[src/rtl/irq_router_pkg.sv]
package irq_router_pkg;

    localparam int unsigned WORD_W    = 64;
    localparam int unsigned SLOT_BITS = 6;

    typedef enum logic [1:0] {
        SZ_BYTE  = 2'd0,
        SZ_HALF  = 2'd1,
        SZ_WORD  = 2'd2,
        SZ_DWORD = 2'd3
    } acc_size_e;

    typedef enum logic [1:0] {
        SEL_NONE = 2'd0,
        SEL_MASK = 2'd1,
        SEL_PEND = 2'd2,
        SEL_RAW  = 2'd3
    } reg_kind_e;

endpackage

[src/rtl/irq_reg_decode.sv]
module irq_reg_decode
    import irq_router_pkg::*;
#(
    parameter int unsigned NUM_CPU = 4,
    parameter int unsigned ADDR_W  = 12,
    localparam int unsigned CPU_W  = (NUM_CPU > 1) ? $clog2(NUM_CPU) : 1,
    localparam int unsigned RIDX_W = ADDR_W - SLOT_BITS
) (
    input  logic [ADDR_W-1:0] addr,
    output logic              aligned,
    output reg_kind_e         kind,
    output logic [CPU_W-1:0]  cpu_sel
);

    localparam int unsigned PEND_BASE = NUM_CPU;
    localparam int unsigned RAW_IDX   = 2 * NUM_CPU;

    logic [RIDX_W-1:0] ridx;
    logic [RIDX_W-1:0] off;

    always_comb begin
        ridx    = addr[ADDR_W-1:SLOT_BITS];
        aligned = (addr[SLOT_BITS-1:0] == '0);
        kind    = SEL_NONE;
        off     = ridx;
        if (int'(ridx) < NUM_CPU) begin
            kind = SEL_MASK;
        end else if (int'(ridx) < RAW_IDX) begin
            kind = SEL_PEND;
            off  = ridx - RIDX_W'(PEND_BASE);
        end else if (int'(ridx) == RAW_IDX) begin
            kind = SEL_RAW;
        end
        cpu_sel = off[CPU_W-1:0];
    end

endmodule

[src/rtl/irq_raw_vector.sv]
module irq_raw_vector #(
    parameter int unsigned NUM_SRC = 64,
    localparam int unsigned SIDX_W = $clog2(NUM_SRC)
) (
    input  logic               clk,
    input  logic               rst_n,
    input  logic               post_vld,
    input  logic [SIDX_W-1:0]  post_idx,
    input  logic               clr_vld,
    input  logic [SIDX_W-1:0]  clr_idx,
    output logic [NUM_SRC-1:0] raw_d,
    output logic [NUM_SRC-1:0] raw_q
);

    typedef struct packed {
        logic [NUM_SRC-1:0] raw;
    } raw_state_t;

    raw_state_t st_d, st_q;

    // clear first, then post: a post to the same source wins
    always_comb begin
        st_d = st_q;
        if (clr_vld) begin
            st_d.raw[clr_idx] = 1'b0;
        end
        if (post_vld) begin
            st_d.raw[post_idx] = 1'b1;
        end
    end

    always_ff @(posedge clk) begin
        if (!rst_n) begin
            st_q <= '0;
        end else begin
            st_q <= st_d;
        end
    end

    assign raw_d = st_d.raw;
    assign raw_q = st_q.raw;

endmodule

[src/rtl/irq_cpu_lane.sv]
module irq_cpu_lane #(
    parameter int unsigned NUM_SRC = 64
) (
    input  logic               clk,
    input  logic               rst_n,
    input  logic               mask_we,
    input  logic [NUM_SRC-1:0] mask_wdata,
    input  logic [NUM_SRC-1:0] raw_nxt,
    output logic [NUM_SRC-1:0] mask_q,
    output logic [NUM_SRC-1:0] pend_q,
    output logic               irq_q
);

    typedef struct packed {
        logic [NUM_SRC-1:0] mask;
        logic [NUM_SRC-1:0] pend;
        logic               irq;
    } lane_state_t;

    lane_state_t st_d, st_q;

    always_comb begin
        st_d = st_q;
        if (mask_we) begin
            st_d.mask = mask_wdata;
        end
        // pending is derived from the next mask and the next raw vector
        st_d.pend = st_d.mask & raw_nxt;
        // the level line follows the registered pending vector one edge later
        st_d.irq  = |st_q.pend;
    end

    always_ff @(posedge clk) begin
        if (!rst_n) begin
            st_q <= '0;
        end else begin
            st_q <= st_d;
        end
    end

    assign mask_q = st_q.mask;
    assign pend_q = st_q.pend;
    assign irq_q  = st_q.irq;

endmodule

[src/rtl/irq_router.sv]
module irq_router
    import irq_router_pkg::*;
#(
    parameter int unsigned NUM_CPU = 4,
    parameter int unsigned NUM_SRC = 64,
    parameter int unsigned ADDR_W  = 12,
    localparam int unsigned SIDX_W = $clog2(NUM_SRC),
    localparam int unsigned CPU_W  = (NUM_CPU > 1) ? $clog2(NUM_CPU) : 1
) (
    input  logic                clk,
    input  logic                rst_n,
    input  logic                post_vld,
    input  logic [SIDX_W-1:0]   post_idx,
    input  logic                clr_vld,
    input  logic [SIDX_W-1:0]   clr_idx,
    input  logic                reg_vld,
    input  logic                reg_wr,
    input  logic [ADDR_W-1:0]   reg_addr,
    input  logic [1:0]          reg_size,
    input  logic [WORD_W-1:0]   reg_wdata,
    output logic                rd_valid,
    output logic [WORD_W-1:0]   rd_data,
    output logic                err_flag,
    output logic [NUM_CPU-1:0]  dev_irq
);

    typedef struct packed {
        logic              rvalid;
        logic [WORD_W-1:0] rdata;
        logic              err;
    } port_state_t;

    port_state_t ps_d, ps_q;

    logic                            aligned;
    reg_kind_e                       kind;
    logic [CPU_W-1:0]                cpu_sel;
    logic                            acc_ok;
    logic                            wr_legal;
    logic                            acc_bad;
    logic [NUM_CPU-1:0]              mask_we;
    logic [NUM_SRC-1:0]              raw_d;
    logic [NUM_SRC-1:0]              raw_q;
    logic [NUM_CPU-1:0][NUM_SRC-1:0] mask_all;
    logic [NUM_CPU-1:0][NUM_SRC-1:0] pend_all;

    irq_reg_decode #(
        .NUM_CPU (NUM_CPU),
        .ADDR_W  (ADDR_W)
    ) u_dec (
        .addr    (reg_addr),
        .aligned (aligned),
        .kind    (kind),
        .cpu_sel (cpu_sel)
    );

    irq_raw_vector #(
        .NUM_SRC (NUM_SRC)
    ) u_raw (
        .clk      (clk),
        .rst_n    (rst_n),
        .post_vld (post_vld),
        .post_idx (post_idx),
        .clr_vld  (clr_vld),
        .clr_idx  (clr_idx),
        .raw_d    (raw_d),
        .raw_q    (raw_q)
    );

    // access legality and write steering
    always_comb begin
        acc_ok   = (reg_size == SZ_DWORD) && aligned;
        wr_legal = reg_vld && reg_wr && acc_ok && (kind == SEL_MASK);
        acc_bad  = reg_vld && (!acc_ok || (reg_wr && (kind != SEL_MASK)));
        for (int c = 0; c < NUM_CPU; c++) begin
            mask_we[c] = wr_legal && (int'(cpu_sel) == c);
        end
    end

    for (genvar g = 0; g < NUM_CPU; g++) begin : g_lane
        irq_cpu_lane #(
            .NUM_SRC (NUM_SRC)
        ) u_lane (
            .clk        (clk),
            .rst_n      (rst_n),
            .mask_we    (mask_we[g]),
            .mask_wdata (reg_wdata[NUM_SRC-1:0]),
            .raw_nxt    (raw_d),
            .mask_q     (mask_all[g]),
            .pend_q     (pend_all[g]),
            .irq_q      (dev_irq[g])
        );
    end

    // read return and sticky error
    always_comb begin
        ps_d        = ps_q;
        ps_d.rvalid = reg_vld && !reg_wr;
        ps_d.rdata  = '0;
        if (reg_vld && !reg_wr && acc_ok) begin
            unique case (kind)
                SEL_MASK: ps_d.rdata[NUM_SRC-1:0] = mask_all[cpu_sel];
                SEL_PEND: ps_d.rdata[NUM_SRC-1:0] = pend_all[cpu_sel];
                SEL_RAW:  ps_d.rdata[NUM_SRC-1:0] = raw_q;
                default:  ps_d.rdata              = '0;
            endcase
        end
        ps_d.err = ps_q.err || acc_bad;
    end

    always_ff @(posedge clk) begin
        if (!rst_n) begin
            ps_q <= '0;
        end else begin
            ps_q <= ps_d;
        end
    end

    assign rd_valid = ps_q.rvalid;
    assign rd_data  = ps_q.rdata;
    assign err_flag = ps_q.err;

endmodule

[config.mk]
export PLATFORM = sky130hd
export DESIGN_NAME = irq_router
export DESIGN_NICKNAME = d
export VERILOG_FILES = /design/src/rtl/irq_router_pkg.sv /design/src/rtl/irq_reg_decode.sv /design/src/rtl/irq_raw_vector.sv /design/src/rtl/irq_cpu_lane.sv /design/src/rtl/irq_router.sv
export SDC_FILE = /design/constraint.sdc
export NUM_CORES = 1
export LEC_CHECK = 0
export BUFFER_PORTS_ARGS = -buffer_cell sky130_fd_sc_hd__buf_2
export CORE_MARGIN = 2
export CORE_UTILIZATION = 25
export DETAILED_ROUTE_END_ITERATION = 7
export PLACE_DENSITY = 0.45
export RECOVER_POWER = 25
export REMOVE_ABC_BUFFERS = 1
export SYNTH_ARGS = -nofsm -noshare
export SYNTH_HDL_FRONTEND = slang
export SYNTH_SLANG_ARGS = --single-unit
[constraint.sdc]
create_clock -name clk -period 2.6 [get_ports clk]
set_input_delay 0.78 -clock clk [delete_from_list [all_inputs] [get_ports clk]]
set_output_delay 0.78 -clock clk [all_outputs]
set_load 0.005 [all_outputs]
# Word-level counts from Yosys, hierarchy flattened
# Cells that the tools add are included.
# word_totals
reg_bits	646
out_inout_bits	70
# op_classes
addsub	1
magnitude_cmp	7
n_eq_ne	9
muxes	20
bitwise_logic	7
reduce_logical	25
# op_table
operator	count
$mux W64	8
$and A64 B64 Y64	5
$bmux W64 S2	2
$reduce_or A64 Y1	4
$pmux W64 S3	1
$not A64 Y64	1
$or A64 B64 Y64	1
$logic_and A1 B1 Y1	14
$lt A6 B7 Y1 const B	2
$demux W1 S6	2
$ge A6 B1 Y1 const B	2
$eq A2 B2 Y1 const B	5
$mux W2	5
$eq A6 B4 Y1 const B	1
$logic_not A6 Y1	1
$lt A6 B3 Y1 const B	1
$lt A6 B4 Y1 const B	1
$eq A2 B1 Y1 const B	2
$lt A2 B3 Y1 const B	1
$logic_not A1 Y1	2
$logic_not A2 Y1	1
$logic_or A1 B1 Y1	2
$mux W1	2
$ne A2 B1 Y1 const B	1
other kinds (2)	2

# Logic depth before layout (Yosys ltp)
# Gate-level depths: netlist of run 1.
# depth
depth_word	10
depth_mapped	8

# Hierarchy
# A second synthesis of run 1 with hierarchy kept.
# unflattened
hier_cells	2438
hier_area_um2	27591.5
# by_module_without_submodules
mod	n_inst	cells_per_inst	area_per_inst_um2	seq_area_each_um2
irq_cpu_lane	4	356	4494.3	2582.5
irq_router	1	603	6364.9	1321.3
irq_raw_vector	1	402	3178.0	1281.2
irq_reg_decode	1	9	71.3	0.0

# Worst setup path before layout of run 1
# Ideal clock, no wire load.
# synth_timing
path_kind	input-to-reg
start	in reg_addr[6]
end	reg ps_q (netlist bit rd_data[25])
arrival_ns	2.022
required_time_ns	2.468
setup_slack_ns	0.445
path_stages	6
cell_sequence	buf_2 buf_6 buf_4 mux4_2 a22oi_1 a21oi_1
# synth_between
elab_chain_cells	6
elab_cells_between_ends	17
# synth_lines
element	line	rtl
from (decl)	irq_router.sv:18	input logic [ADDR_W-1:0] reg_addr,
$lt A6 B4 Y1, or another cell as far along	irq_reg_decode.sv:28	end else if (int'(ridx) < RAW_IDX) begin
$mux W2 (on tied branches)	irq_reg_decode.sv:28, irq_reg_decode.sv:31	
$mux W2 (on tied branches)	irq_reg_decode.sv:26, irq_reg_decode.sv:28	
$bmux W64 S2, or another cell as far along	irq_router.sv:103	SEL_PEND: ps_d.rdata[NUM_SRC-1:0] = pend_all[cpu_sel];
$mux W64 (implied by the code), or another cell as far along	irq_router.sv:103	
$pmux W64 S3 *	irq_router.sv:101	unique case (kind)
to (signal assigned)	irq_router.sv:115	ps_q <= ps_d;
to (decl)	irq_router.sv:33	port_state_t ps_d, ps_q;
# Mark *: on every way between the ends. The rest lies on a longest branch, timed or not. The select of a mux whose other input is x is not followed.
# A chain may end at the register's enable or synchronous reset.

# Worst setup path in the final report of run 1
# layout_timing
start	in reg_addr[3]
end	reg ps_q (netlist bit rd_data[40])
# layout_between
elab_chain_cells	4
# layout_lines
element	line	rtl
$logic_not A6 Y1	irq_reg_decode.sv:23	aligned = (addr[SLOT_BITS-1:0] == '0);
$logic_and A1 B1 Y1	irq_router.sv:72	acc_ok = (reg_size == SZ_DWORD) && aligned;
$logic_and A1 B1 Y1	irq_router.sv:100	if (reg_vld && !reg_wr && acc_ok) begin
$reduce_and A2 Y1 (no source line)	n/a	
# Every way passes these cells.

==> impl_metrics.csv, run 1 <==
group,metric,value,unit
drt,firstDrtPassIters,5,
logic_synthesis,dominantRegCellSynth,"sky130_fd_sc_hd__dfxtp_1",
setup_path,critical_path.cell_chain,"buf_2, nor4_1, and2_0, o2111ai_4, buf_6, a21oi_1",
setup_path,worstSetupEndpointType,"flop",
setup_path,crit_buf_inv,2,
pwr,peakVddDrop,0.435,mV
status,outcome,"finished clean",
final_layout,fraction_of_layout_cells_with_a_size_suffix_above_1,0.203,
pwr,pwr_density_cell,694,nW/um^2
timing,final-max-slew-violation-count,0,
logic_synthesis,yosys_register_bits,646,
floorplan,dieWidth,322,um
setup_path,cp_slowest_stage_delay,710,ps
logic_synthesis,yosys.area_share.adder,0,
timing,layout_worst_path_cycle_share,0.877,
timing,fmaxAchievable,439,MHz
place,placedCellCount,3799,
drt,post_drt_wl_per_cell,22.0,um
timing,setup_viol_count_final,0,
pwr,fin_total_pwr,0.0213,W
logic_synthesis,number_of_flops_mapped_to_enable_cells_by_yosys,0,
setup_path,crit_type,"in -> reg",
setup_path,cpLargestDelayFamily,"simple AND/OR/NAND/NOR gates",
logic_synthesis,syn-instance-count,2300,
drt,drt-vias-per-instance,4.61,
clock_network,cts_buffer_depth,3,
place,post_dp_cell_area,28400,sq um
floorplan,coreArea,100000,sq um
timing,worst_slew_pin_slew,1040,ps
logic_synthesis,yosys.area_share.simple,0.160,
clock_network,postCtsResizedCells,0,
floorplan,die_area,104000,sq um
timing,timing.max_slew.rel_slack,0.308,
pwr,switching_part_of_the_total_power,0.223,
logic_synthesis,synth_cell_types,43,
timing,finalWorstPathRequiredPeriod,2280,ps
clock_network,clkTransAtPathRegs,60,ps
setup_path,timing.critical_path.fanout_max,64,
global_routing,grt_start_max_net_pins,70,
pwr,pwr-share-clk,0.499,
logic_synthesis,synth.area.mux_share,0.215,
logic_synthesis,yosys_warnings,0,
clock_network,postCtsHoldBufs,0,
floorplan,die_height,322,um
clock_network,clock_tree.root_cell,"sky130_fd_sc_hd__clkbuf_16",
timing,worst_clock_skew,30.0,ps
global_routing,first_global_vias,19100,
floorplan,placementRows,116,
pwr,seqPwrFrac,0.465,
setup_path,critPathArrivalTime,2790,ps
clock_network,tritoncts_clock_tree,"yes",
drt,final_antenna_net_count,0,
clock_network,htree_levels,3,
place,routability_cong,0.836,
logic_synthesis,post_synth_xor_area_fraction,0,
final_layout,layout.cells.non_filler,3946,
logic_synthesis,largest_family_of_logic_cells_by_synthesized_area,"multiplexers",
clock_network,cts_inserted_buffers,75,
floorplan,floorplan.io_pins,166,
setup_path,worst-endpoint-required,3110,ps
pwr,p_leak,12.9,nW
floorplan,floorplan.initialDensity,0.253,
min_path,hold_class,"reg -> reg",
logic_synthesis,synth-compound-area-share,0.0669,
setup_path,slowest_stage,"sky130_fd_sc_hd__nor4_1",
timing,finalHoldViolCount,0,
setup_path,critical_path.startpoint_type,"input port",
clock_network,clkSinkCount,646,
pwr,total_switching_power,0.00475,W
timing,unrepaired_setup_endpoints_after_global_routing,"false",
pwr,combinational_power_share,0.036,
global_routing,wire_length_of_the_first_global_routing_pass,127000,um
drt,route.vias.total,18200,
logic_synthesis,syn-mean-instance-area,11.0,sq um
final_layout,post_synthesis_to_final_layout_area_growth,21.3,%
place,number_of_i_o_port_buffers,165,
drt,route.detailed.drc,0,
logic_synthesis,synthArstFlopShare,0,
final_layout,stdcell_area,30700,sq um
final_layout,utilization,0.306,
global_routing,grt.overflow.total,0,
logic_synthesis,synth.cell_area,25300,sq um
logic_synthesis,synth_sequential_area_ratio,0.511,
global_routing,globalRouteTotalUtil,0.167,
final_layout,nNetsFinal,2615,
drt,first_iter_violations,1237,
global_routing,initial_antenna_violation_count,30,
clock_network,clock_latency_on_the_worst_skew_pair,630,ps
clock_network,post_cts.repair.setup_buffers,0,
place,detailedPlacementHpwl,62700,um
pwr,cellInternalPower,0.0166,W
drt,drt-total-wl,86800,um
flow_run,cap_viol_max_count,0,
## state kept, by name, summed over array words and instances (netlist names)
register              cells
g_lane.u_lane.pend_q    256
rd_valid                  1
u_raw.raw_q              64
rd_data                  64
g_lane.u_lane.mask_q    256
err_flag                  1
g_lane.u_lane.irq_q       4
## path summary, 6_finish.rpt
kind	startpoint	end	slack (ps)	depth (start not counted)
worst min register to register	u_raw.raw_q[62]	rd_data[62]	450	2
worst max-delay path	reg_addr[3]	rd_data[40]	320	6
worst max register to register	g_lane[3].u_lane.pend_q[61]	g_lane[3].u_lane.irq_q	500	3
worst min-delay path	u_raw.raw_q[62]	rd_data[62]	450	2
## through the flow
step | setup slack [ps] | TNS (ps) | hold slack (ps)
3_3_place_gp | 36.8 | 0 | 453
5_1_grt | 237 | 0 | 466
3_5_place_dp | 26.1 | 0 | 441
4_1_cts | 515 | 0 | 435
6_report | 321 | 0 | 454
2_1_floorplan | -4180 | -2159340 | 432
## cells by family after synthesis
family	after synthesis
AOI/OAI and AO/OA	263
buffers and inverters	229
DFF	646
muxes	384
and+or+nand+nor	778
## cell usage after synthesis, types with 2 or more instances
cell,n,area share
sky130_fd_sc_hd__dfxtp_1,646,0.51
sky130_fd_sc_hd__nor2_1,314,0.047
sky130_fd_sc_hd__nor2b_1,259,0.064
sky130_fd_sc_hd__mux2i_1,256,0.10
sky130_fd_sc_hd__mux4_2,128,0.11
sky130_fd_sc_hd__inv_1,73,0.011
sky130_fd_sc_hd__nand2_1,66,0.0098
sky130_fd_sc_hd__nor4_1,66,0.016
sky130_fd_sc_hd__a21oi_1,65,0.013
sky130_fd_sc_hd__a22oi_1,64,0.019
sky130_fd_sc_hd__clkbuf_1,57,0.0084
sky130_fd_sc_hd__o21a_1,56,0.017
sky130_fd_sc_hd__o21ai_1,52,0.010
sky130_fd_sc_hd__buf_2,42,0.0083
sky130_fd_sc_hd__buf_6,33,0.015
sky130_fd_sc_hd__nand4_1,24,0.0059
sky130_fd_sc_hd__buf_4,15,0.0044
sky130_fd_sc_hd__buf_1,8,0.0012
sky130_fd_sc_hd__o21ai_2,7,0.0024
sky130_fd_sc_hd__a31oi_1,6,0.0015
sky130_fd_sc_hd__nand3b_1,6,0.0018
sky130_fd_sc_hd__nand4b_1,6,0.0021
sky130_fd_sc_hd__nand4bb_1,6,0.0027
sky130_fd_sc_hd__nor3_1,6,0.0012
sky130_fd_sc_hd__o21ai_0,5,0.00099
sky130_fd_sc_hd__o41a_1,4,0.0018
sky130_fd_sc_hd__or3b_1,4,0.0014
sky130_fd_sc_hd__and3_1,3,0.00074
sky130_fd_sc_hd__and4_1,2,0.00069
sky130_fd_sc_hd__and4b_1,2,0.00079
sky130_fd_sc_hd__nand2b_1,2,0.00049
sky130_fd_sc_hd__nor4_4,2,0.0017
sky130_fd_sc_hd__o31a_1,2,0.00069
sky130_fd_sc_hd__or3_1,2,0.00049
sky130_fd_sc_hd__or3b_2,2,0.00069
sky130_fd_sc_hd__or4b_1,2,0.00079
## routing by layer
metal | routed length [um] | global-route usage | vias to the layer above
li1 | - | - | 8514
met1 | 37800 | 0.212 | 9040
met2 | 40700 | 0.272 | 442
met3 | 5380 | 0.0414 | 172
met4 | 2820 | 0.0599 | 28
met5 | 158 | 0 | -
## power groups by stage
stage / clock, W / sequential [W] / combinational, W
floorplan: 0 / 0.0101 / 0.000230
global placement: 0 / 0.0101 / 0.000772
detailed placement: 0 / 0.0101 / 0.000776
CTS: 0.0109 / 0.00991 / 0.000779
global route: 0.0113 / 0.00991 / 0.000811
finish: 0.0106 / 0.00991 / 0.000759
## cell type report
class	count	area (sq um)
Fill cell	10300	69600
Clock buffer	107	2180
Timing Repair Buffer	297	2120
Multi-Input combinational cell	1425	11200
Antenna cell	12	30.0
Inverter	74	278
Sequential cell	646	12900
Tap cell	1357	1700
Clock inverter	28	315
## worst min-delay path, delay by kind of cell (launching register included)
family	cells	cell delay, ps
compound gates	1	50
flops	1	310
simple gates	1	50
## cells in the final DEF (no fill, tap or decap), types with 67 or more instances in the layout
cell	instances
sky130_fd_sc_hd__mux4_2	128
sky130_fd_sc_hd__buf_2	161
sky130_fd_sc_hd__mux2i_1	256
sky130_fd_sc_hd__inv_1	73
sky130_fd_sc_hd__nor4_1	67
sky130_fd_sc_hd__buf_4	70
sky130_fd_sc_hd__nor2_1	314
sky130_fd_sc_hd__clkbuf_16	78
sky130_fd_sc_hd__dfxtp_1	646
sky130_fd_sc_hd__nor2b_1	259
(Power assumes the default switching activity.)
==> run 2: changes to the inputs <==
- CORE_UTILIZATION: 25 -> 46
- PLACE_DENSITY: 0.45 -> 0.68
==> run 2 against run 1 <==
- clock skew is 2.9 ps lower
- sequential power hardly changed
- non-clock buffer count is 32 lower
- count of clock-buffer cells in the layout is 4 lower
- cell area is 5.0% lower
- highest routed layer unchanged
- setup slack better by 68 ps
- largest cell class unchanged
- first-iteration DRC count is 27% higher
- via count is 0.75% higher
- hold slack better by 32 ps
- combinational power is 6.2% lower
- fmax is 3.1% higher
- global-route usage is 8.6 points higher
==> impl_metrics.csv, run 2 (synthesis gave the netlist of run 1 again) <==
group,metric,value,unit
clock_network,postCtsHoldBufs,0,
floorplan,floorplan.io_pins,166,
floorplan,dieWidth,239,um
pwr,combinational_power_share,0.035,
drt,firstDrtPassIters,5,
status,outcome,"finished clean",
clock_network,post_cts.repair.setup_buffers,0,
clock_network,postCtsResizedCells,0,
setup_path,worst_r2r_path_depth,3,
setup_path,slowest_stage,"sky130_fd_sc_hd__o21ai_0",
pwr,p_leak,12.4,nW
clock_network,htree_levels,3,
pwr,seqPwrFrac,0.489,
global_routing,wire_length_of_the_first_global_routing_pass,110000,um
clock_network,clock_latency_on_the_worst_skew_pair,600,ps
pwr,peakVddDrop,0.434,mV
setup_path,setup_slack_of_the_worst_register_to_register_path,660,ps
pwr,pwr-share-clk,0.476,
drt,drt-total-wl,72700,um
drt,drt-vias-per-instance,5.67,
setup_path,critical_path.cell_chain,"clkbuf_1, nand4bb_1, clkbuf_1, o21a_1, o21ai_0, nor2_1",
setup_path,worstSetupEndpointType,"flop",
global_routing,first_global_vias,18600,
timing,setup_viol_count_final,0,
min_path,holdPathEnd,"rd_data[49]",
setup_path,critPathArrivalTime,2660,ps
timing,layout_worst_path_cycle_share,0.851,
timing,unrepaired_setup_endpoints_after_global_routing,"false",
setup_path,cpLargestDelayFamily,"buffers and inverters",
timing,finalHoldViolCount,0,
floorplan,die_height,239,um
drt,post_drt_wl_per_cell,22.5,um
min_path,hold_class,"reg -> reg",
place,detailedPlacementHpwl,49000,um
place,number_of_i_o_port_buffers,165,
clock_network,tritoncts_clock_tree,"yes",
timing,final-max-slew-violation-count,0,
timing,setup_total_negative_slack,0,ps
pwr,pwr_density_cell,695,nW/um^2
floorplan,coreArea,54800,sq um
floorplan,die_area,57000,sq um
pwr,total_switching_power,0.00431,W
min_path,min_delay_path_depth,2,
floorplan,floorplan.initialDensity,0.462,
setup_path,timing.rr.end,"g_lane[2].u_lane.irq_q",
setup_path,timing.critical_path.fanout_max,13,
drt,route.vias.total,18300,
global_routing,grt_start_max_net_pins,139,
setup_path,worstReg2RegStart,"g_lane[2].u_lane.pend_q[61]",
setup_path,timing.critical_path.depth,6,
drt,route.detailed.drc,0,
setup_path,crit_type,"in -> reg",
setup_path,crit_buf_inv,2,
drt,final_antenna_net_count,0,
clock_network,cts_inserted_buffers,67,
timing,worst_clock_skew,27.1,ps
global_routing,grt.overflow.total,0,
final_layout,fraction_of_layout_cells_with_a_size_suffix_above_1,0.173,
floorplan,placementRows,86,
min_path,hold_path_startpoint,"u_raw.raw_q[49]",
global_routing,globalRouteTotalUtil,0.253,
global_routing,initial_antenna_violation_count,7,
pwr,cellInternalPower,0.0160,W
clock_network,clkTransAtPathRegs,60,ps
setup_path,crit_path_top_cell_by_count,"sky130_fd_sc_hd__clkbuf_1",
setup_path,worst-endpoint-required,3050,ps
final_layout,post_synthesis_to_final_layout_area_growth,15.2,%
flow_run,cap_viol_max_count,0,
final_layout,utilization,0.533,
final_layout,highest_count_cells_in_the_layout_ignoring_fill_and_taps,"sky130_fd_sc_hd__dfxtp_1 (646), sky130_fd_sc_hd__nor2_1 (314), sky130_fd_sc_hd__nor2b_1 (259)",
clock_network,clock_tree.root_cell,"sky130_fd_sc_hd__clkbuf_16",
timing,timing.max_slew.rel_slack,0.411,
final_layout,final_common_cell,"sky130_fd_sc_hd__dfxtp_1",
clock_network,clkSinkCount,646,
place,routability_cong,0.915,
setup_path,critical_path.startpoint_type,"input port",
timing,worst_slew_pin_slew,875,ps
timing,fmaxAchievable,452,MHz
final_layout,nNetsFinal,2575,
drt,first_iter_violations,1575,
pwr,switching_part_of_the_total_power,0.213,
clock_network,cts_buffer_depth,3,
timing,finalWorstPathRequiredPeriod,2210,ps
setup_path,cp_slowest_stage_delay,460,ps
run 2: changes by cell type in the layout (fill, tap and decap cells not counted), moves of 6 or more:
cell	before	now
sky130_fd_sc_hd__diode_2	12	6
sky130_fd_sc_hd__buf_2	161	130
sky130_fd_sc_hd__clkinv_2	15	8
sky130_fd_sc_hd__o21ai_1	26	32
sky130_fd_sc_hd__clkbuf_16	78	71
sky130_fd_sc_hd__buf_4	70	45
sky130_fd_sc_hd__clkbuf_1	48	83
sky130_fd_sc_hd__o21ai_0	36	27
sky130_fd_sc_hd__buf_12	31	21
run 2: area by class of cell:
cell class / count / area [sq um]
Antenna cell: 6 / 15.0
Clock buffer: 103 / 2040
Clock inverter: 13 / 169
Fill cell: 4747 / 25600
Inverter: 74 / 278
Multi-Input combinational cell: 1425 / 11200
Sequential cell: 646 / 12900
Tap cell: 704 / 881
Timing Repair Buffer: 265 / 1700
run 2: stage by stage:
step	std cells	hold slack (ps)	worst slack [ps]	total power [W]	instance area, sq um
4_1_cts	3230	469	638	0.0204	29400
3_5_place_dp	3114	460	97.4	0.0108	27200
5_1_grt	3231	498	302	0.0209	29200
2_1_floorplan	2145	432	-4180	0.0104	24400
6_report	3236	486	388	0.0203	29200
3_3_place_gp	3114	446	128	0.0108	27200
run 2: worst max path at each step:
stage / startpoint / endpoint / slack [ps]
2_1_floorplan: reg_addr[10] / g_lane[3].u_lane.pend_q[63] / -4180
3_3_place_gp: reg_addr[6] / g_lane[2].u_lane.mask_q[16] / 130
3_5_place_dp: reg_addr[10] / g_lane[0].u_lane.pend_q[59] / 100
4_1_cts: g_lane[1].u_lane.irq_q / dev_irq[1] / 640
5_1_grt: clr_idx[2] / g_lane[1].u_lane.pend_q[4] / 300
6_report: clr_idx[2] / g_lane[1].u_lane.pend_q[4] / 390
run 2: power by group through the flow:
| stage | Combinational, W | Clock (W) | Sequential [W] |
|---|---|---|---|
| 3_5_place_dp | 0.000716 | 0 | 0.0101 |
| 2_1_floorplan | 0.000230 | 0 | 0.0101 |
| 3_3_place_gp | 0.000708 | 0 | 0.0101 |
| 4_1_cts | 0.000720 | 0.00981 | 0.00991 |
| 5_1_grt | 0.000750 | 0.0102 | 0.00991 |
| 6_report | 0.000712 | 0.00966 | 0.00991 |
run 2: tightest hold or removal path: stages, from the launching register on:
cell and delay [ps]:
sky130_fd_sc_hd__dfxtp_1 310, sky130_fd_sc_hd__nand2_1 50, sky130_fd_sc_hd__a21oi_1 60
run 2: layer usage:
metal | part of all wire | up-vias | global-route usage | wire (um)
met1 | 0.42 | 9027 | 0.333 | 30800
met2 | 0.46 | 724 | 0.401 | 33500
met4 | 0.036 | 10 | 0.110 | 2650
met5 | 0.00088 | - | 0 | 64
li1 | - | 8404 | - | -
met3 | 0.079 | 167 | 0.0559 | 5710
==> run 3: changes to the inputs <==
- clock period: 2.6 -> 2.2 ns (I/O delays scaled with it)
==> run 3 against run 2 <==
- combinational power increased by 27%
- non-clock buffer count increased by 62
- first-iteration DRC count increased by 11%
- hold slack got worse by 120 ps
- die area unchanged
- cell area increased by 2.1%
- clock power increased by 15%
- count of clock-buffer cells in the layout decreased by 7
- core utilization increased by 1.1 points
- sequential power increased by 18%
- critical path type unchanged
- critical endpoint is now rd_data[27]
==> impl_metrics.csv, run 3 (synthesis gave the netlist of run 1 again) <==
group,metric,value,unit
drt,route.vias.total,18600,
drt,first_iter_violations,1752,
place,number_of_i_o_port_buffers,165,
floorplan,die_height,239,um
setup_path,timing.critical_path.fanout_max,12,
timing,fin_hold_ws,371,ps
pwr,p_leak,12.8,nW
global_routing,initial_antenna_violation_count,7,
drt,post_drt_wl_per_cell,22.2,um
place,placedCellCount,3176,
timing,worst_clock_skew,14.6,ps
pwr,seqPwrFrac,0.493,
setup_path,crit_type,"in -> reg",
place,post_dp_cell_area,27800,sq um
final_layout,post_synthesis_to_final_layout_area_growth,17.6,%
place,routability_cong,0.981,
min_path,hold_class,"in -> reg",
pwr,pwr-share-clk,0.469,
drt,final_antenna_net_count,0,
setup_path,timing.rr.end,"g_lane[2].u_lane.irq_q",
pwr,combinational_power_share,0.038,
setup_path,worst-endpoint-required,2660,ps
timing,finalWorstPathRequiredPeriod,2050,ps
floorplan,floorplan.initialDensity,0.462,
drt,route.detailed.drc,0,
clock_network,post_cts.repair.setup_buffers,0,
timing,unrepaired_setup_endpoints_after_global_routing,"false",
clock_network,tritoncts_clock_tree,"yes",
pwr,total_switching_power,0.00508,W
clock_network,postCtsHoldBufs,0,
final_layout,final_common_cell,"sky130_fd_sc_hd__dfxtp_1",
final_layout,num-fill-cells,4729,
timing,finalHoldViolCount,0,
place,detailedPlacementHpwl,52300,um
clock_network,clock_latency_on_the_worst_skew_pair,600,ps
timing,final-max-slew-violation-count,0,
min_path,hold_path_startpoint,"rst_n",
setup_path,worstReg2RegStart,"g_lane[2].u_lane.pend_q[13]",
setup_path,critPathArrivalTime,2510,ps
clock_network,postCtsResizedCells,0,
pwr,fin_total_pwr,0.0237,W
min_path,holdPathEnd,"err_flag",
global_routing,grt_start_max_net_pins,122,
clock_network,cts_inserted_buffers,66,
flow_run,cap_viol_max_count,0,
pwr,pwr_density_cell,798,nW/um^2
global_routing,first_global_vias,19000,
timing,setup_total_negative_slack,0,ps
clock_network,cts_buffer_depth,3,
pwr,cellInternalPower,0.0187,W
timing,worst_slew_pin_slew,992,ps
final_layout,stdcell_area,29800,sq um
clock_network,clkSinkCount,646,
setup_path,setup_slack_of_the_worst_register_to_register_path,270,ps
timing,timing.max_slew.rel_slack,0.332,
drt,firstDrtPassIters,5,
floorplan,placementRows,86,
setup_path,worst_r2r_path_depth,3,
global_routing,globalRouteTotalUtil,0.256,
floorplan,floorplan.io_pins,166,
timing,layout_worst_path_cycle_share,0.933,
floorplan,coreArea,54800,sq um
drt,drt-total-wl,73100,um
timing,setup_viol_count_final,0,
drt,drt-vias-per-instance,5.65,
min_path,min_delay_path_depth,2,
final_layout,layout.cells.non_filler,3294,
status,outcome,"finished clean",
timing,fmaxAchievable,487,MHz
final_layout,nNetsFinal,2636,
clock_network,htree_levels,3,
global_routing,wire_length_of_the_first_global_routing_pass,110000,um
final_layout,highest_count_cells_in_the_layout_ignoring_fill_and_taps,"sky130_fd_sc_hd__dfxtp_1 (646), sky130_fd_sc_hd__nor2_1 (314), sky130_fd_sc_hd__nor2b_1 (259)",
global_routing,grt.overflow.total,0,
final_layout,fraction_of_layout_cells_with_a_size_suffix_above_1,0.201,
floorplan,dieWidth,239,um
pwr,peakVddDrop,0.567,mV
clock_network,clkTransAtPathRegs,60,ps
clock_network,clock_tree.root_cell,"sky130_fd_sc_hd__clkbuf_16",
setup_path,worstSetupEndpointType,"flop",
pwr,switching_part_of_the_total_power,0.214,
floorplan,die_area,57000,sq um
setup_path,critical_path.startpoint_type,"input port",
[run 3: cell types whose count changed in the layout (fill, tap and decap cells not counted), moves of 2 or more]
cell,delta
sky130_fd_sc_hd__diode_2,-2
sky130_fd_sc_hd__clkbuf_2,+3
sky130_fd_sc_hd__buf_12,+16
sky130_fd_sc_hd__clkbuf_16,-2
sky130_fd_sc_hd__o21ai_2,-5
sky130_fd_sc_hd__clkbuf_1,-25
sky130_fd_sc_hd__buf_2,+29
sky130_fd_sc_hd__clkinv_2,+4
sky130_fd_sc_hd__o21ai_1,+5
sky130_fd_sc_hd__buf_4,+32
[run 3: area by class of cell]
cell class	count	area [sq um]	area share
multi-input combinational	1425	11200	0.375
tap	704	881	0.0296
sequential	646	12900	0.434
timing repair buffer	327	2350	0.0790
clock inverter	18	175	0.00588
clock buffer	96	1980	0.0664
antenna	4	10.0	0.000336
inverter	74	278	0.00933
[run 3: power groups by stage]
stage | Sequential [W] | Combinational (W) | Clock [W]
final | 0.0117 | 0.000904 | 0.0111
after global routing | 0.0117 | 0.000946 | 0.0118
after CTS | 0.0117 | 0.000913 | 0.0113
after detailed placement | 0.0120 | 0.000909 | 0
after global placement | 0.0120 | 0.000897 | 0
after floorplan | 0.0120 | 0.000272 | 0
[run 3: worst max-delay path by stage]
| stage | start | endpoint | slack [ps] | depth (start not counted) |
|---|---|---|---|---|
| 2_1_floorplan | reg_addr[10] | g_lane[3].u_lane.pend_q[63] | -4460 | 4 |
| 3_3_place_gp | clr_idx[1] | g_lane[0].u_lane.pend_q[55] | -280 | 7 |
| 3_5_place_dp | clr_idx[1] | g_lane[1].u_lane.pend_q[55] | -320 | 7 |
| 4_1_cts | clr_idx[1] | g_lane[1].u_lane.pend_q[55] | 300 | 7 |
| 5_1_grt | clr_idx[2] | g_lane[3].u_lane.pend_q[43] | 110 | 7 |
| 6_report | reg_addr[6] | rd_data[27] | 150 | 6 |
[run 3: per-stage QoR]
step	util	setup WS [ps]
after floorplan	-	-4460
after global placement	0.508	-284
after detailed placement	0.508	-324
after CTS	0.548	304
after global routing	0.544	113
final	0.544	148
[run 3: routing by layer]
metal  track usage  part of all wire  vias to the layer above
met2         0.416              0.47                      669
met4         0.114             0.038                        8
met5             0           0.00067                        -
met1         0.332              0.42                     9219
li1              -                 -                     8536
met3        0.0512             0.071                      168
[run 3: worst max-delay path: stages]
cell,delay (ps)
sky130_fd_sc_hd__clkbuf_8,160
sky130_fd_sc_hd__clkbuf_2,520
sky130_fd_sc_hd__clkbuf_2,300
sky130_fd_sc_hd__mux4_2,510
sky130_fd_sc_hd__a22oi_1,200
sky130_fd_sc_hd__a21oi_1,140
